<file path="src/rtl/uart_fe_pkg.sv">
package uart_fe_pkg;
    localparam int ADDR_W = 12;
    localparam int DATA_W = 32;
    localparam int RAW_W  = 11;
    localparam int RXW_W  = 12;
    localparam int STS_W  = 4;
    localparam int NCFG   = 7;
    localparam int ID_N   = 8;
    localparam int ID_IW  = $clog2(ID_N);

    localparam logic [ADDR_W-1:0] OFF_DATA = 12'h000;
    localparam logic [ADDR_W-1:0] OFF_RSTS = 12'h004;
    localparam logic [ADDR_W-1:0] OFF_FLAG = 12'h018;
    localparam logic [ADDR_W-1:0] OFF_MASK = 12'h038;
    localparam logic [ADDR_W-1:0] OFF_RAW  = 12'h03C;
    localparam logic [ADDR_W-1:0] OFF_MSKD = 12'h040;
    localparam logic [ADDR_W-1:0] OFF_CLR  = 12'h044;
    localparam logic [ADDR_W-1:0] ID_BASE  = 12'hFE0;

    localparam int BIT_RX = 4;
    localparam int BIT_TX = 5;

    function automatic logic [ADDR_W-1:0] cfg_off(input int i);
        case (i)
            0:       return 12'h020;
            1:       return 12'h024;
            2:       return 12'h028;
            3:       return 12'h02C;
            4:       return 12'h030;
            5:       return 12'h034;
            default: return 12'h048;
        endcase
    endfunction

    function automatic logic [DATA_W-1:0] cfg_mask(input int i);
        case (i)
            0, 3:    return 32'h0000_00FF;
            1, 4:    return 32'h0000_FFFF;
            2, 5:    return 32'h0000_003F;
            default: return 32'h0000_0007;
        endcase
    endfunction

    function automatic logic [DATA_W-1:0] cfg_rst(input int i);
        case (i)
            4:       return 32'h0000_0300;
            5:       return 32'h0000_0012;
            default: return 32'h0;
        endcase
    endfunction

    function automatic logic [7:0] id_byte(input logic [ID_IW-1:0] k);
        case (k)
            3'd0:    return 8'h11;
            3'd1:    return 8'h10;
            3'd2:    return 8'h14;
            3'd3:    return 8'h00;
            3'd4:    return 8'h0D;
            3'd5:    return 8'hF0;
            3'd6:    return 8'h05;
            default: return 8'hB1;
        endcase
    endfunction

    function automatic logic word_hit(input logic [ADDR_W-1:0] a, input logic [ADDR_W-1:0] off);
        return a[ADDR_W-1:2] == off[ADDR_W-1:2];
    endfunction
endpackage

</file>
<file path="src/rtl/uart_cfg_bank.sv">
module uart_cfg_bank
    import uart_fe_pkg::*;
(
    input  logic              clk,
    input  logic              rst,
    input  logic [ADDR_W-1:0] addr,
    input  logic [DATA_W-1:0] wdata,
    input  logic              wr,
    output logic              hit,
    output logic [DATA_W-1:0] rval
);
    logic [NCFG-1:0]              sel;
    logic [NCFG-1:0][DATA_W-1:0]  cfg_q;

    for (genvar g = 0; g < NCFG; g++) begin : g_cfg
        assign sel[g] = word_hit(addr, cfg_off(g));
        always_ff @(posedge clk) begin
            if (rst)
                cfg_q[g] <= cfg_rst(g);
            else if (wr && sel[g])
                cfg_q[g] <= wdata & cfg_mask(g);
        end
    end

    always_comb begin
        rval = '0;
        for (int i = 0; i < NCFG; i++)
            if (sel[i]) rval = cfg_q[i];
    end

    assign hit = |sel;
endmodule

</file>
<file path="src/rtl/uart_irq_ctrl.sv">
module uart_irq_ctrl
    import uart_fe_pkg::*;
(
    input  logic             clk,
    input  logic             rst,
    input  logic             tx_set,
    input  logic             rx_set,
    input  logic             rx_clr,
    input  logic             clr_wr,
    input  logic [RAW_W-1:0] clr_val,
    input  logic             mask_wr,
    input  logic [RAW_W-1:0] mask_val,
    output logic [RAW_W-1:0] raw,
    output logic [RAW_W-1:0] mask,
    output logic             irq
);
    logic [RAW_W-1:0] raw_n;

    always_comb begin
        raw_n = raw;
        if (clr_wr) raw_n = raw_n & ~clr_val;
        if (rx_clr) raw_n[BIT_RX] = 1'b0;
        if (rx_set) raw_n[BIT_RX] = 1'b1;
        if (tx_set) raw_n[BIT_TX] = 1'b1;
    end

    always_ff @(posedge clk) begin
        if (rst) begin
            raw  <= '0;
            mask <= '0;
        end else begin
            raw <= raw_n;
            if (mask_wr) mask <= mask_val;
        end
    end

    assign irq = |(raw & mask);

    a_r7_clear_tx: assert property (@(posedge clk) disable iff (rst)
        (clr_wr && clr_val[BIT_TX] && !tx_set) |=> !raw[BIT_TX]);
    a_r6_push_sets_rx: assert property (@(posedge clk) disable iff (rst)
        rx_set |=> raw[BIT_RX]);
    a_r8_irq_needs_mask: assert property (@(posedge clk) disable iff (rst)
        irq |-> (mask != '0));
endmodule

</file>
<file path="src/rtl/uart_reg_front.sv">
module uart_reg_front
    import uart_fe_pkg::*;
(
    input  logic        clk,
    input  logic        rst,
    input  logic [11:0] bus_addr,
    input  logic [31:0] bus_wdata,
    input  logic        bus_wr,
    input  logic        bus_rd,
    output logic [31:0] bus_rdata,
    output logic        tx_valid,
    output logic [7:0]  tx_byte,
    input  logic [11:0] rx_word,
    input  logic        rx_empty,
    input  logic        rx_full,
    input  logic        rx_last,
    input  logic        rx_push,
    output logic        rx_pop,
    output logic        irq
);
    logic              cfg_hit;
    logic [DATA_W-1:0] cfg_rval;
    logic [RAW_W-1:0]  raw, mask;
    logic [STS_W-1:0]  rsts_q;
    logic              hit_data, hit_rsts, hit_flag, hit_mask, hit_raw, hit_mskd, hit_clr, hit_id;
    logic              data_rd;
    logic [DATA_W-1:0] rd_next;
    logic [DATA_W-1:0] flag_word;

    assign hit_data = word_hit(bus_addr, OFF_DATA);
    assign hit_rsts = word_hit(bus_addr, OFF_RSTS);
    assign hit_flag = word_hit(bus_addr, OFF_FLAG);
    assign hit_mask = word_hit(bus_addr, OFF_MASK);
    assign hit_raw  = word_hit(bus_addr, OFF_RAW);
    assign hit_mskd = word_hit(bus_addr, OFF_MSKD);
    assign hit_clr  = word_hit(bus_addr, OFF_CLR);
    assign hit_id   = bus_addr[ADDR_W-1:ID_IW+2] == ID_BASE[ADDR_W-1:ID_IW+2];

    assign data_rd = bus_rd && hit_data;
    assign rx_pop  = data_rd && !rx_empty;

    assign flag_word = {24'b0, 1'b1, rx_full, 1'b0, rx_empty, 4'b0};

    uart_cfg_bank u_cfg (
        .clk   (clk),
        .rst   (rst),
        .addr  (bus_addr),
        .wdata (bus_wdata),
        .wr    (bus_wr),
        .hit   (cfg_hit),
        .rval  (cfg_rval)
    );

    uart_irq_ctrl u_irq (
        .clk      (clk),
        .rst      (rst),
        .tx_set   (bus_wr && hit_data),
        .rx_set   (rx_push),
        .rx_clr   (rx_pop && rx_last),
        .clr_wr   (bus_wr && hit_clr),
        .clr_val  (bus_wdata[RAW_W-1:0]),
        .mask_wr  (bus_wr && hit_mask),
        .mask_val (bus_wdata[RAW_W-1:0]),
        .raw      (raw),
        .mask     (mask),
        .irq      (irq)
    );

    always_comb begin
        rd_next = '0;
        if (hit_data)      rd_next = {{(DATA_W-RXW_W){1'b0}}, rx_word};
        else if (hit_rsts) rd_next = {{(DATA_W-STS_W){1'b0}}, rsts_q};
        else if (hit_flag) rd_next = flag_word;
        else if (hit_mask) rd_next = {{(DATA_W-RAW_W){1'b0}}, mask};
        else if (hit_raw)  rd_next = {{(DATA_W-RAW_W){1'b0}}, raw};
        else if (hit_mskd) rd_next = {{(DATA_W-RAW_W){1'b0}}, raw & mask};
        else if (hit_id)   rd_next = {24'b0, id_byte(bus_addr[ID_IW+1:2])};
        else if (cfg_hit)  rd_next = cfg_rval;
    end

    always_ff @(posedge clk) begin
        if (rst) begin
            bus_rdata <= '0;
            tx_valid  <= 1'b0;
            tx_byte   <= '0;
            rsts_q    <= '0;
        end else begin
            if (bus_rd) bus_rdata <= rd_next;
            tx_valid <= bus_wr && hit_data;
            if (bus_wr && hit_data) tx_byte <= bus_wdata[7:0];
            if (bus_wr && hit_rsts)
                rsts_q <= '0;
            else if (data_rd)
                rsts_q <= rx_word[RXW_W-1:RXW_W-STS_W];
        end
    end

    a_r4_tx_sets_raw: assert property (@(posedge clk) disable iff (rst)
        tx_valid |-> raw[BIT_TX]);
    a_r2_rdata_holds: assert property (@(posedge clk) disable iff (rst)
        !$past(bus_rd) |-> $stable(bus_rdata));
endmodule

</file>
<file path="config.mk">
export PLATFORM = sky130hd
export DESIGN_NAME = uart_reg_front
export DESIGN_NICKNAME = d
export VERILOG_FILES = /design/src/rtl/uart_fe_pkg.sv /design/src/rtl/uart_cfg_bank.sv /design/src/rtl/uart_irq_ctrl.sv /design/src/rtl/uart_reg_front.sv
export SDC_FILE = /design/constraint.sdc
export NUM_CORES = 1
export LEC_CHECK = 0
export BUFFER_PORTS_ARGS = -buffer_cell sky130_fd_sc_hd__buf_4
export CAP_MARGIN = 30
export CELL_PAD_IN_SITES_DETAIL_PLACEMENT = 1
export CELL_PAD_IN_SITES_GLOBAL_PLACEMENT = 1
export CORE_ASPECT_RATIO = 1.2
export CORE_MARGIN = 3
export CORE_UTILIZATION = 35
export DETAILED_ROUTE_END_ITERATION = 8
export HOLD_SLACK_MARGIN = 0.05
export PLACE_DENSITY = 0.68
export SLEW_MARGIN = 20
export SYNTH_ARGS = -nofsm -noshare
export SYNTH_HDL_FRONTEND = slang
export SYNTH_SLANG_ARGS = --single-unit
</file>
<file path="constraint.sdc">
create_clock -name clk -period 2.35 [get_ports clk]
set_input_delay 0 -clock clk [delete_from_list [all_inputs] [get_ports clk]]
set_output_delay 0 -clock clk [all_outputs]
set_load 0.05 [all_outputs]
</file>
---- Yosys cells after proc, flatten, opt, wreduce, memory -nomap -nowiden ----
Cells that the tools add are included.
Widths: inputs -> output; s select.
word-level totals
  output and inout port bits .............. 43
  input port bits ......................... 64
  flip-flop bits (word level) ............. 130
  word-level logic and storage cells ...... 80
operators by class
  muxes and demuxes ....................... 20
  bitwise logic cells ..................... 3
  equal/unequal tests ..................... 20
  reductions and logical operators ........ 22
operators with widths
  operator             number
  $mux 32              14
  $eq 10x4->1 const B  8
  $pmux 8 s7           1
  $eq 10x5->1 const B  3
  $and 11x11->11       2
  $logic_and 1x1->1    14
  $not 11->11          1
  $reduce_or 11->1     1
  $eq 10x1->1 const B  1
  $eq 10x3->1 const B  1
  $logic_not 10->1     1
  $eq 3x3->1 const B   3
  $mux 8               1
  $eq 7x7->1 const B   1
  $reduce_or 7->1      1
  $eq 3x2->1 const B   2
  $mux 6               1
  $eq 3x1->1 const B   1
  $logic_not 3->1      1
  $mux 1               3
  $reduce_bool 3->1    1
  $reduce_bool 2->1    1
  $reduce_or 2->1      1
  $logic_not 1->1      1

---- Longest topological paths before layout ----
Gate-level depths: netlist (run 1).
  depth after elaboration ................. 16
  gate-level depth with buffers ........... 10
  gate-level depth less buffers ........... 6

---- Cells and area by module ----
Synthesis (run 1) repeated with hierarchy kept, for this count alone.
second synthesis, totals
  cell total of the unflattened synthesis .. 669
  area total of the unflattened synthesis .. 6311.1 um^2
modules (own cells, without submodules)
  module          area an instance (um^2)  cells an instance  instances
  uart_cfg_bank   3121.7                   324                1
  uart_reg_front  2374.8                   266                1
  uart_irq_ctrl   814.5                    79                 1

---- Worst setup path after synthesis (run 1) ----
OpenSTA, ideal clock, no wires.
  path type ............................... input port to flip-flop
  from .................................... input bus_addr[11]
  to ...................................... register u_irq.raw[4]
  cell stages on the path ................. 8
  required time ........................... 2.188 ns
  arrival time ............................ 2.313 ns
  path buffers ............................ 2
  setup slack ............................. -0.124 ns
  cells stage by stage .................... or4_1 > buf_2 > or3_1 > clkbuf_1 > nor2_1 > nand2_1 > nor2_1 > a311oi_1
on the way
  longest elaborated chain between the ends .. 6
  elaborated cells on any way between the ends .. 9
  classes of those cells .................. eq/ne (1); mux (2); reduce/logical (6)
ends and longest elaborated chain
  what                   RTL line              source
  start, declared        uart_reg_front.sv:6   input logic [11:0] bus_addr,
  $logic_not 10->1 (*)   uart_fe_pkg.sv:66     return a[ADDR_W-1:2] == off[ADDR_W-1:2];
  $logic_and 1x1->1 (*)  uart_reg_front.sv:39  assign data_rd = bus_rd && hit_data;
  $logic_and 1x1->1 (*)  uart_reg_front.sv:40  assign rx_pop = data_rd && !rx_empty;
  net rx_pop             uart_reg_front.sv:18  output logic rx_pop,
  $logic_and 1x1->1 (*)  uart_reg_front.sv:59  .rx_clr (rx_pop && rx_last),
  $mux 1                 uart_irq_ctrl.sv:22   if (rx_clr) raw_n[BIT_RX] = 1'b0;
  $mux 1                 uart_irq_ctrl.sv:23   if (rx_set) raw_n[BIT_RX] = 1'b1;
  end signal, assigned   uart_irq_ctrl.sv:32   raw <= raw_n;
  end, declared          uart_irq_ctrl.sv:13   output logic [RAW_W-1:0] raw,
The timed path passes the listed nets; every way through them passes the cells marked *.
A chain may end at the register's enable or synchronous reset.

---- Worst setup path in the final report (run 1) ----
  from .................................... input bus_addr[11]
  to ...................................... register u_irq.raw[4]
on the way
  longest elaborated chain between the ends .. 6
  elaborated cells on any way between the ends .. 9
  classes of those cells .................. eq/ne (1); mux (2); reduce/logical (6)
ends and longest elaborated chain
  what               RTL line
  $logic_not 10->1   uart_fe_pkg.sv:66
  $logic_and 1x1->1  uart_reg_front.sv:39
  $logic_and 1x1->1  uart_reg_front.sv:40
  $logic_and 1x1->1  uart_reg_front.sv:59
  $mux 1             uart_irq_ctrl.sv:22
  $mux 1             uart_irq_ctrl.sv:23
Parallel ways exist; a longest one is shown, timed or not.

==> flow_summary.toml, run 1 <==
[run_status]
status = "completed"

[timing]
skew_ns = 0.00561
tns_ns = 0
period_minus_slack_ns = 2.18
fmax_mhz = 459
rsz0062_at_grt = "false"
fin_crit_sh_pct = 92.7
worstMarginPinSlew_ns = 0.784
slew_viol_final = 0
relSlewSlack_pct = 47.8
hold_viol_final = 0
setup_viol = 0
hold_ws_ns = 0.118

[routing]
routed_wl_um = 20600
postRouteAntennaNets = 0
drt_first_pass_iters = 7
post_drt_via_cell_ratio = 5.54
num_vias = 5720
wl_per_cell_um = 19.9
drtIter0Drc = 279
route.detailed.drc = 0

[place]
post-dp-hpwl_um = 14800
gp_congestion = 0.887
port_buffers = 72

[grt]
grt_max_degree = 77
grt_pass1_vias = 5956
use_met1_pct = 29.6
grt_pass1_wl_um = 32400
use_met3_pct = 5.04
busiest_layer = "met2"
grt.overflow.total = 0
gr-usage-met2_pct = 42.0
antenna_found_initial = 0
grtUsageTotal_pct = 24.2

[critical_path]
cp.required_ns = 2.65
worstSetupPathType = "input port to flop"
ff2ff_path_depth = 5
crit_arrival_ns = 2.48
start_kind = "input port"
cp-end-kind = "flop"
r2r-end = "bus_rdata[3]$_SDFFE_PP0P_"
regToRegSetupSlack_ns = 0.59
r2r-start = "u_cfg.cfg_q[99]$_SDFFE_PP0P_"
cp-startpoint = "bus_addr[11]"
crit_path_max_fanout = 12

[clocking]
numCtsBuffers = 17
clock-sinks = 114
clock_latency_ns = 0.42
clk_pin_slew_ns = 0.06
cts_tree = "done"
h-tree-depth = 4
ctsRootBufferMaster = "clkbuf_16"
clockBufferDepth = 2

[logic_synthesis]
syn_inst = 706
ys.flop_type = "dfxtp_1"
yosys_warnings = 0
synth_edf_count = 0
synth.most_common_cell = "nand2_1"
yosysSeqAreaShare_pct = 41.1
synth.top_cell.area_share_pct = 41.1
synth_cell_type_count = 53
yosys-top-cells-count = "nand2_1 (135), dfxtp_1 (114), a21oi_1 (80)"
syn_area_um2 = 5550
synth_area_leaders = "dfxtp_1 (41%), nand2_1 (9.1%), a21oi_1 (7.2%)"
synth_area_per_cell_um2 = 7.86
synth-seq-cells = 114
postSynth.asyncResetShare_pct = 0
yosys.area.top_type = "dfxtp_1"

[min_path]
hold_path_end = "bus_rdata[6]$_SDFFE_PP0P_"
hold_start = "rx_full"
hold_path_depth = 5
min_path_type = "input port to flop"

[floorplanning]
die-area_um2 = 17400
rows = 49
die_x_um = 121
core_area_um2 = 15300
io_pins = 107
initial_core_util_pct = 36.3
die_h_um = 144

[pwr]
leakagePower_uw = 0.00289
peakVddDrop_mv = 0.414
power.density_nw_per_um2 = 671

[final_layout]
diodes = 0
fill_cells = 1836
area_delta_synth_final_pct = 31.2
nNetsFinal = 880
multi_input_area_um2 = 2960
drive_gt1_share_pct = 19.9
ff_latch_area_um2 = 2280

[job]
drv_cap = 0
[final cells by class]
cell class,count,area share (%)
multi-input cells,529,40.6
inverters,7,0.361
clock buffers,18,6.03
flip-flops and latches,114,31.4
well taps,204,3.51
repair buffers,147,16.2
clock inverters,14,1.91
[kinds of logic after synthesis]
logic type	synth area share (%)
buf+inv	6.70
other cells	0.0676
mux	8.55
compound gates	18.7
flops	41.1
simple gates	24.9
[flip-flops by register name (all words and copies together) (netlist names)]
register     flops
bus_rdata       16
tx_byte          8
tx_valid         1
u_irq.mask      11
rsts_q           4
u_cfg.cfg_q     63
u_irq.raw       11
[worst max-delay path, stage by stage]
cell,delay (ns)
buf_4,0.12
or4_4,0.59
or3_1,0.41
nor2_1,0.19
buf_4,0.22
nand2_2,0.13
nor2_2,0.13
a311oi_1,0.11
dlygate4sd3_1,0.57
[metrics by stage]
step                      power [uW]  std cells  area (um2)  utilization, %  setup slack (ns)
after CTS                       4920       1033        7270            47.6           0.00943
final                           4880       1033        7280            47.7             0.171
after global routing            5040       1033        7280            47.7            0.0421
after global placement          2360        971        6390            41.9            0.0612
after floorplan                 2220        721        5610               -             0.141
after detailed placement        2360        971        6390            41.9            0.0204
[layout by cell type, fill, tap and decap left out, drive strengths merged, types with 3 or more instances in the layout]
master,netlist,final
nand2,135,135
buf,30,117
dfxtp,114,114
a21oi,80,80
nor2,61,61
nand3,44,44
mux2i,35,35
dlygate4sd3,0,30
o21ai,22,22
clkbuf,41,18
a22oi,16,16
conb,1,16
nand2b,15,15
nor3,9,9
and3,8,8
inv,7,8
clkinv,0,8
nor2b,7,7
o22ai,6,6
o32ai,6,6
a221oi,5,5
nor4,5,5
or3,4,4
o31a,4,4
o221ai,4,4
mux4,4,4
and2,3,3
nand3b,3,3
a31oi,3,3
mux2,3,3
a311oi,3,3
nand4,3,3
clkinvlp,0,3
[how the worst max path moves through the flow]
stage,to,slack (ns),depth (start not counted)
2_1_floorplan,u_irq.raw[4]$_SDFFE_PP0P_,0.14,8
3_3_place_gp,bus_rdata[11]$_SDFFE_PP0P_,0.06,6
3_5_place_dp,bus_rdata[12]$_SDFFE_PP0P_,0.02,6
4_1_cts,u_irq.raw[4]$_SDFFE_PP0P_,0.009,9
5_1_grt,u_irq.raw[4]$_SDFFE_PP0P_,0.04,9
6_report,u_irq.raw[4]$_SDFFE_PP0P_,0.17,9
[power by group]
| part | total (uW) | internal [uW] | leakage [uW] | switching, uW |
|---|---|---|---|---|
| sequential | 1940 | 1940 | 0.000919 | 2.80 |
| combinational | 424 | 144 | 0.00169 | 280 |
| clock | 2520 | 1580 | 0.000282 | 940 |
[what timing repair did]
action / in CTS / in global routing
hold buffers: 30 / 0
gates resized for setup: 0 / 2
setup endpoints to repair: 0 / 1
endpoints found under the hold margin: 109 / 0
buffers inserted: 0 / 0
[metal layers]
layer  up-vias  share of wire (%)  wire [um]
li1       2676                  -          -
met1      2860                 43       8940
met2       151                 50      10200
met3        33                4.6        947
met4         0                2.2        458
met5         -                  0          0
Power figures use the tool's default switching activity.
==> inputs of run 2 (changes only) <==
- RECOVER_POWER: not set -> 25
==> flow_summary.toml, run 2 (synthesis results as in run 1) <==
[critical_path]
cp-startpoint = "bus_addr[11]"
cp.required_ns = 2.65
ff2ff_path_depth = 5
r2r-start = "u_cfg.cfg_q[99]$_SDFFE_PP0P_"
crit_path_max_fanout = 12
cp-endpoint = "u_irq.raw[4]$_SDFFE_PP0P_"
regToRegSetupSlack_ns = 0.57
start_kind = "input port"
cp-end-kind = "flop"
crit_arrival_ns = 2.47
r2r-end = "bus_rdata[3]$_SDFFE_PP0P_"
worstSetupPathType = "input port to flop"

[pwr]
p_sw_share_pct = 25.1
internal_power_uw = 3660
peakVddDrop_mv = 0.415
leakagePower_uw = 0.00277
p_switching_uw = 1230
clkPwrFrac_pct = 51.6
seq_power_share_pct = 39.7
combPwrFrac_pct = 8.6
power.density_nw_per_um2 = 681
total_power_uw = 4880

[final_layout]
largestRegisters = "u_cfg.cfg_q x63, bus_rdata x16"
nNetsFinal = 880
ff_latch_area_um2 = 2280
fill_cells = 1852
multi_input_area_um2 = 2960
diodes = 0
drive_gt1_share_pct = 16.4
largest-register = "u_cfg.cfg_q"
layout_common_cells = "nand2_1 (134), dfxtp_1 (114), buf_4 (88)"
fin_util_pct = 47.0
area_delta_synth_final_pct = 29.3
final_common_cell = "nand2_1"
largest_reg_flops = 63

[timing]
slew_viol_final = 0
setup_viol = 0
skew_ns = 0.00541
rsz0062_at_grt = "false"
tns_ns = 0
worstMarginPinSlew_ns = 0.790
relSlewSlack_pct = 47.3
period_minus_slack_ns = 2.16
hold_viol_final = 0
fmax_mhz = 463
hold_ws_ns = 0.115
fin_crit_sh_pct = 92.0

[floorplanning]
io_pins = 107
core_area_um2 = 15300
die_h_um = 144
rows = 49
die_x_um = 121
initial_core_util_pct = 36.3
die-area_um2 = 17400

[grt]
grt_pass1_wl_um = 32400
grtUsageTotal_pct = 24.2
grt_max_degree = 77
antenna_found_initial = 0
grt_pass1_vias = 5956
grt.overflow.total = 0

[routing]
num_vias = 5693
post_drt_via_cell_ratio = 5.51
postRouteAntennaNets = 0
drt_first_pass_iters = 5
route.detailed.drc = 0
routed_wl_um = 20700
drtIter0Drc = 292
wl_per_cell_um = 20.0

[clocking]
clock_latency_ns = 0.42
ctsRootBufferMaster = "clkbuf_16"
h-tree-depth = 4
post-cts-setup-buffer-count = 0
clk_pin_slew_ns = 0.06
cts_tree = "done"
clock-sinks = 114
clockBufferDepth = 2
numCtsBuffers = 17

[place]
port_buffers = 72
post-dp-hpwl_um = 14800
gp_congestion = 0.887

[min_path]
hold_path_depth = 4
min_path_type = "input port to flop"

[run_status]
status = "completed"

[job]
drv_cap = 0
==> run 2: cell types whose count changed in the layout (fill, tap and decap cells not counted) <==
cell and delta:
buf_4 -29, clkbuf_1 +29
==> run 2: worst min-delay path by stage <==
stage / endpoint / start / slack [ns]
floorplan: u_irq.raw[10]$_SDFFE_PP0P_ / bus_wdata[10] / 0.09
global placement: u_irq.raw[4]$_SDFFE_PP0P_ / rx_last / 0.20
detailed placement: u_irq.raw[4]$_SDFFE_PP0P_ / rx_last / 0.22
CTS: bus_rdata[2]$_SDFFE_PP0P_ / rx_word[2] / 0.11
global route: bus_rdata[6]$_SDFFE_PP0P_ / rx_full / 0.13
finish: bus_rdata[2]$_SDFFE_PP0P_ / rx_word[2] / 0.12
==> run 2: worst max-delay path, cell delays in order <==
cell and delay, ns:
clkbuf_1 0.09, or4_4 0.60, or3_1 0.41, nor2_1 0.19
buf_4 0.22, nand2_2 0.13, nor2_2 0.13, a311oi_1 0.11
dlygate4sd3_1 0.57
==> run 2: power groups by stage <==
stage                     combinational (uW)  clock (uW)  sequential [uW]
after detailed placement                 379           0             1980
final                                    421        2520             1940
after global routing                     449        2650             1940
after global placement                   375           0             1980
after floorplan                          229           0             1990
after CTS                                420        2560             1940
==> run 2: layout make-up <==
type,instances,area share (%)
inverters,7,0.366
repair buffers,147,14.9
well taps,204,3.56
flip-flops and latches,114,31.8
clock buffers,18,6.12
multi-input cells,529,41.3
clock inverters,14,1.94
==> run 2: routing by layer <==
metal  vias up  global-route usage [%]  wire (um)
met5         -                       0          0
met4         0                    8.47        431
met3        31                    5.04        870
met2       148                    42.0      10200
met1      2844                    29.6       9100
li1       2670                       -          -
==> run 2: repair_timing <==
action,in CTS,in global routing
resized for setup,0,2
hold buffers,30,0
setup endpoints to repair,0,1
endpoints found under the hold margin,109,0
==> run 2: stage by stage <==
step                cell area, um2  worst slack [ns]  instances
floorplan                     5610             0.141        721
global placement              6390            0.0612        971
detailed placement            6390            0.0204        971
CTS                           7270           0.00943       1033
global route                  7170            0.0553       1033
finish                        7170             0.189       1033
==> inputs of run 3 (changes only) <==
- PLACE_DENSITY: 0.68 -> not set
- PLACE_DENSITY_LB_ADDON: not set -> 0.05
- SYNTH_HIERARCHICAL: not set -> 1
==> flow_summary.toml, run 3 <==
[run_status]
status = "completed"

[final_layout]
diodes = 0
largestRegisters = "u_cfg/cfg_q x63, bus_rdata x32"
nNetsFinal = 848
fill_cells = 2020
largest-register = "u_cfg/cfg_q"
largest_reg_flops = 63
final_common_cell = "dfxtp_1"
area_delta_synth_final_pct = 25.2
final_cells = 1017
layout_common_cells = "dfxtp_1 (130), nor2_1 (114), mux2i_1 (94)"
final_cell_area_um2 = 7900
drive_gt1_share_pct = 17.4

[pwr]
peakVddDrop_mv = 0.480
seq_power_share_pct = 42.8
total_power_uw = 5160
clkPwrFrac_pct = 50.6
p_sw_share_pct = 24.1
power.density_nw_per_um2 = 654
p_switching_uw = 1250
combPwrFrac_pct = 6.6
internal_power_uw = 3920
leakagePower_uw = 0.00345

[timing]
period_minus_slack_ns = 2.20
slew_viol_final = 0
tns_ns = 0
worstMarginPinSlew_ns = 1.08
relSlewSlack_pct = 28.0
rsz0062_at_grt = "false"
setup_viol = 0
hold_viol_final = 0
fin_crit_sh_pct = 93.8
skew_ns = 0.00769
fmax_mhz = 454
hold_ws_ns = 0.126

[logic_synthesis]
synth_cell_type_count = 65
synth_top_family_by_area = "simple AND/OR/NAND/NOR gates"
yosys-top-cells-count = "dfxtp_1 (130), nor2_1 (114), mux2i_1 (94)"
synth.most_common_cell = "dfxtp_1"
synth_compound_area_share_pct = 15.4
ys.flop_type = "dfxtp_1"
muxShareOfSynthArea_pct = 16.9
yosys_warnings = 6
postSynth.asyncResetShare_pct = 0
synth_area_leaders = "dfxtp_1 (41%), mux2i_1 (15%), nor2_1 (6.8%)"
syn_inst = 669
synthXorXnorAreaFrac_pct = 0
synthAdderAreaFrac_pct = 0
yosys.area_share.simple_pct = 19.7
synth-seq-cells = 130
syn_area_um2 = 6310
synth.top_cell.area_share_pct = 41.2
synth_edf_count = 0
synth_area_per_cell_um2 = 9.43
yosys.area.top_type = "dfxtp_1"
yosysSeqAreaShare_pct = 41.2

[grt]
grt_pass1_vias = 5564
grt_max_degree = 61
busiest_layer = "met2"
grt.overflow.total = 0
gr-usage-met2_pct = 34.5
antenna_found_initial = 0
grt_pass1_wl_um = 30700
grtUsageTotal_pct = 19.8
use_met1_pct = 24.7
use_met3_pct = 2.94

[routing]
num_vias = 5352
route.detailed.drc = 0
drt_first_pass_iters = 4
drtIter0Drc = 299
postRouteAntennaNets = 0
wl_per_cell_um = 18.9
post_drt_via_cell_ratio = 5.26
routed_wl_um = 19200

[floorplanning]
die_x_um = 129
io_pins = 107
die-area_um2 = 19700
rows = 53
die_h_um = 153
core_area_um2 = 17600
initial_core_util_pct = 35.8

[critical_path]
crit_path_max_fanout = 2
crit_arrival_ns = 2.57
worstSetupPathType = "flop to flop"
start_kind = "flop"
slowest_delay_ns = 0.57
cp-end-kind = "flop"
cpMaxStageDelayCell = "dlygate4sd3_1"
cp_cell_sequence = "nor2_1 > o32ai_1 > o21ai_1 > nor3_2 > nand2_1 > mux2i_1 > a211oi_1 > o22ai_1 > dlygate4sd3_1"
cp.required_ns = 2.71

[clocking]
numCtsBuffers = 17
ctsRootBufferMaster = "clkbuf_16"
clock_latency_ns = 0.42
clock-sinks = 130
clockBufferDepth = 2
cts_tree = "done"
clk_pin_slew_ns = 0.06
h-tree-depth = 4

[place]
gp_congestion = 0.861
postPlaceCellArea_um2 = 7090
port_buffers = 88
placed_cells = 951
post-dp-hpwl_um = 13800

[job]
drv_cap = 0

[min_path]
min_path_type = "input port to flop"
-- run 3: cell types whose count changed after synthesis, moves of 14 or more --
cell      previous run  this run
nand2_1            135        22
a21oi_1             80        11
mux2i_1             35        94
nor2_1              61       114
nand3_1             43        11
clkbuf_1            41        20
a22o_1               1        21
dfxtp_1            114       130
inv_1                7        21
-- run 3: cell type report --
| type | count | area, um2 | area share (%) |
|---|---|---|---|
| multi-input cells | 475 | 3350 | 42.3 |
| inverters | 21 | 78.8 | 0.998 |
| clock buffers | 18 | 429 | 5.43 |
| well taps | 220 | 275 | 3.48 |
| clock inverters | 14 | 154 | 1.95 |
| flip-flops and latches | 130 | 2600 | 32.9 |
| repair buffers | 139 | 1020 | 12.9 |
-- run 3: worst max-delay path: cells and delay by family, from the launching register on --
family / cells / cell delay (ns)
AND/OR/NAND/NOR: 3 / 0.32
buffers and inverters: 1 / 0.57
AO/OA/AOI/OAI: 4 / 0.75
multiplexers: 1 / 0.18
flip-flops: 1 / 0.33
-- run 3: cells by family after synthesis --
family | after synthesis
AOI/OAI and AO/OA | 132
and+or+nand+nor | 227
buffers and inverters | 79
other | 1
muxes | 100
DFF | 130
-- run 3: path summary, 6_finish.rpt --
kind                                             startpoint                         to  slack, ns  depth (start not counted)
worst max-delay path            u_cfg/cfg_q[6]$_SDFFE_PP0P_  bus_rdata[6]$_SDFFE_PP0P_       0.15                          9
worst min-delay path                                    rst  u_irq/raw[4]$_SDFFE_PP0P_       0.13                          3
worst max register to register  u_cfg/cfg_q[6]$_SDFFE_PP0P_  bus_rdata[6]$_SDFFE_PP0P_       0.15                          9
worst min register to register    u_irq/raw[9]$_SDFFE_PP0P_  u_irq/raw[9]$_SDFFE_PP0P_       0.46                          2
-- run 3: metrics by stage --
step | worst slack [ns] | util, %
floorplan | 0.369 | -
global placement | 0.378 | 40.2
detailed placement | 0.364 | 40.2
CTS | 0.0909 | 45.4
global route | 0.00275 | 44.8
finish | 0.146 | 44.8
-- run 3: what timing repair did --
| action | 4_1_cts | 5_1_grt |
|---|---|---|
| hold endpoints to repair | 109 | 0 |
| endpoints found under the setup margin | 0 | 1 |
| gates resized for setup | 0 | 2 |
| buffers inserted | 0 | 0 |
| hold buffers | 34 | 0 |
-- run 3: power by group through the flow --
stage / clock (uW) / combinational [uW] / sequential, uW
floorplan: 0 / 162 / 2260
global placement: 0 / 296 / 2260
detailed placement: 0 / 301 / 2260
CTS: 2690 / 343 / 2210
global route: 2800 / 372 / 2210
finish: 2620 / 341 / 2210
-- run 3: routing by layer --
layer | share of wire, % | wire, um
met4 | 1.3 | 254
met1 | 45 | 8620
met5 | 0 | 0
met3 | 2.3 | 449
met2 | 52 | 9900
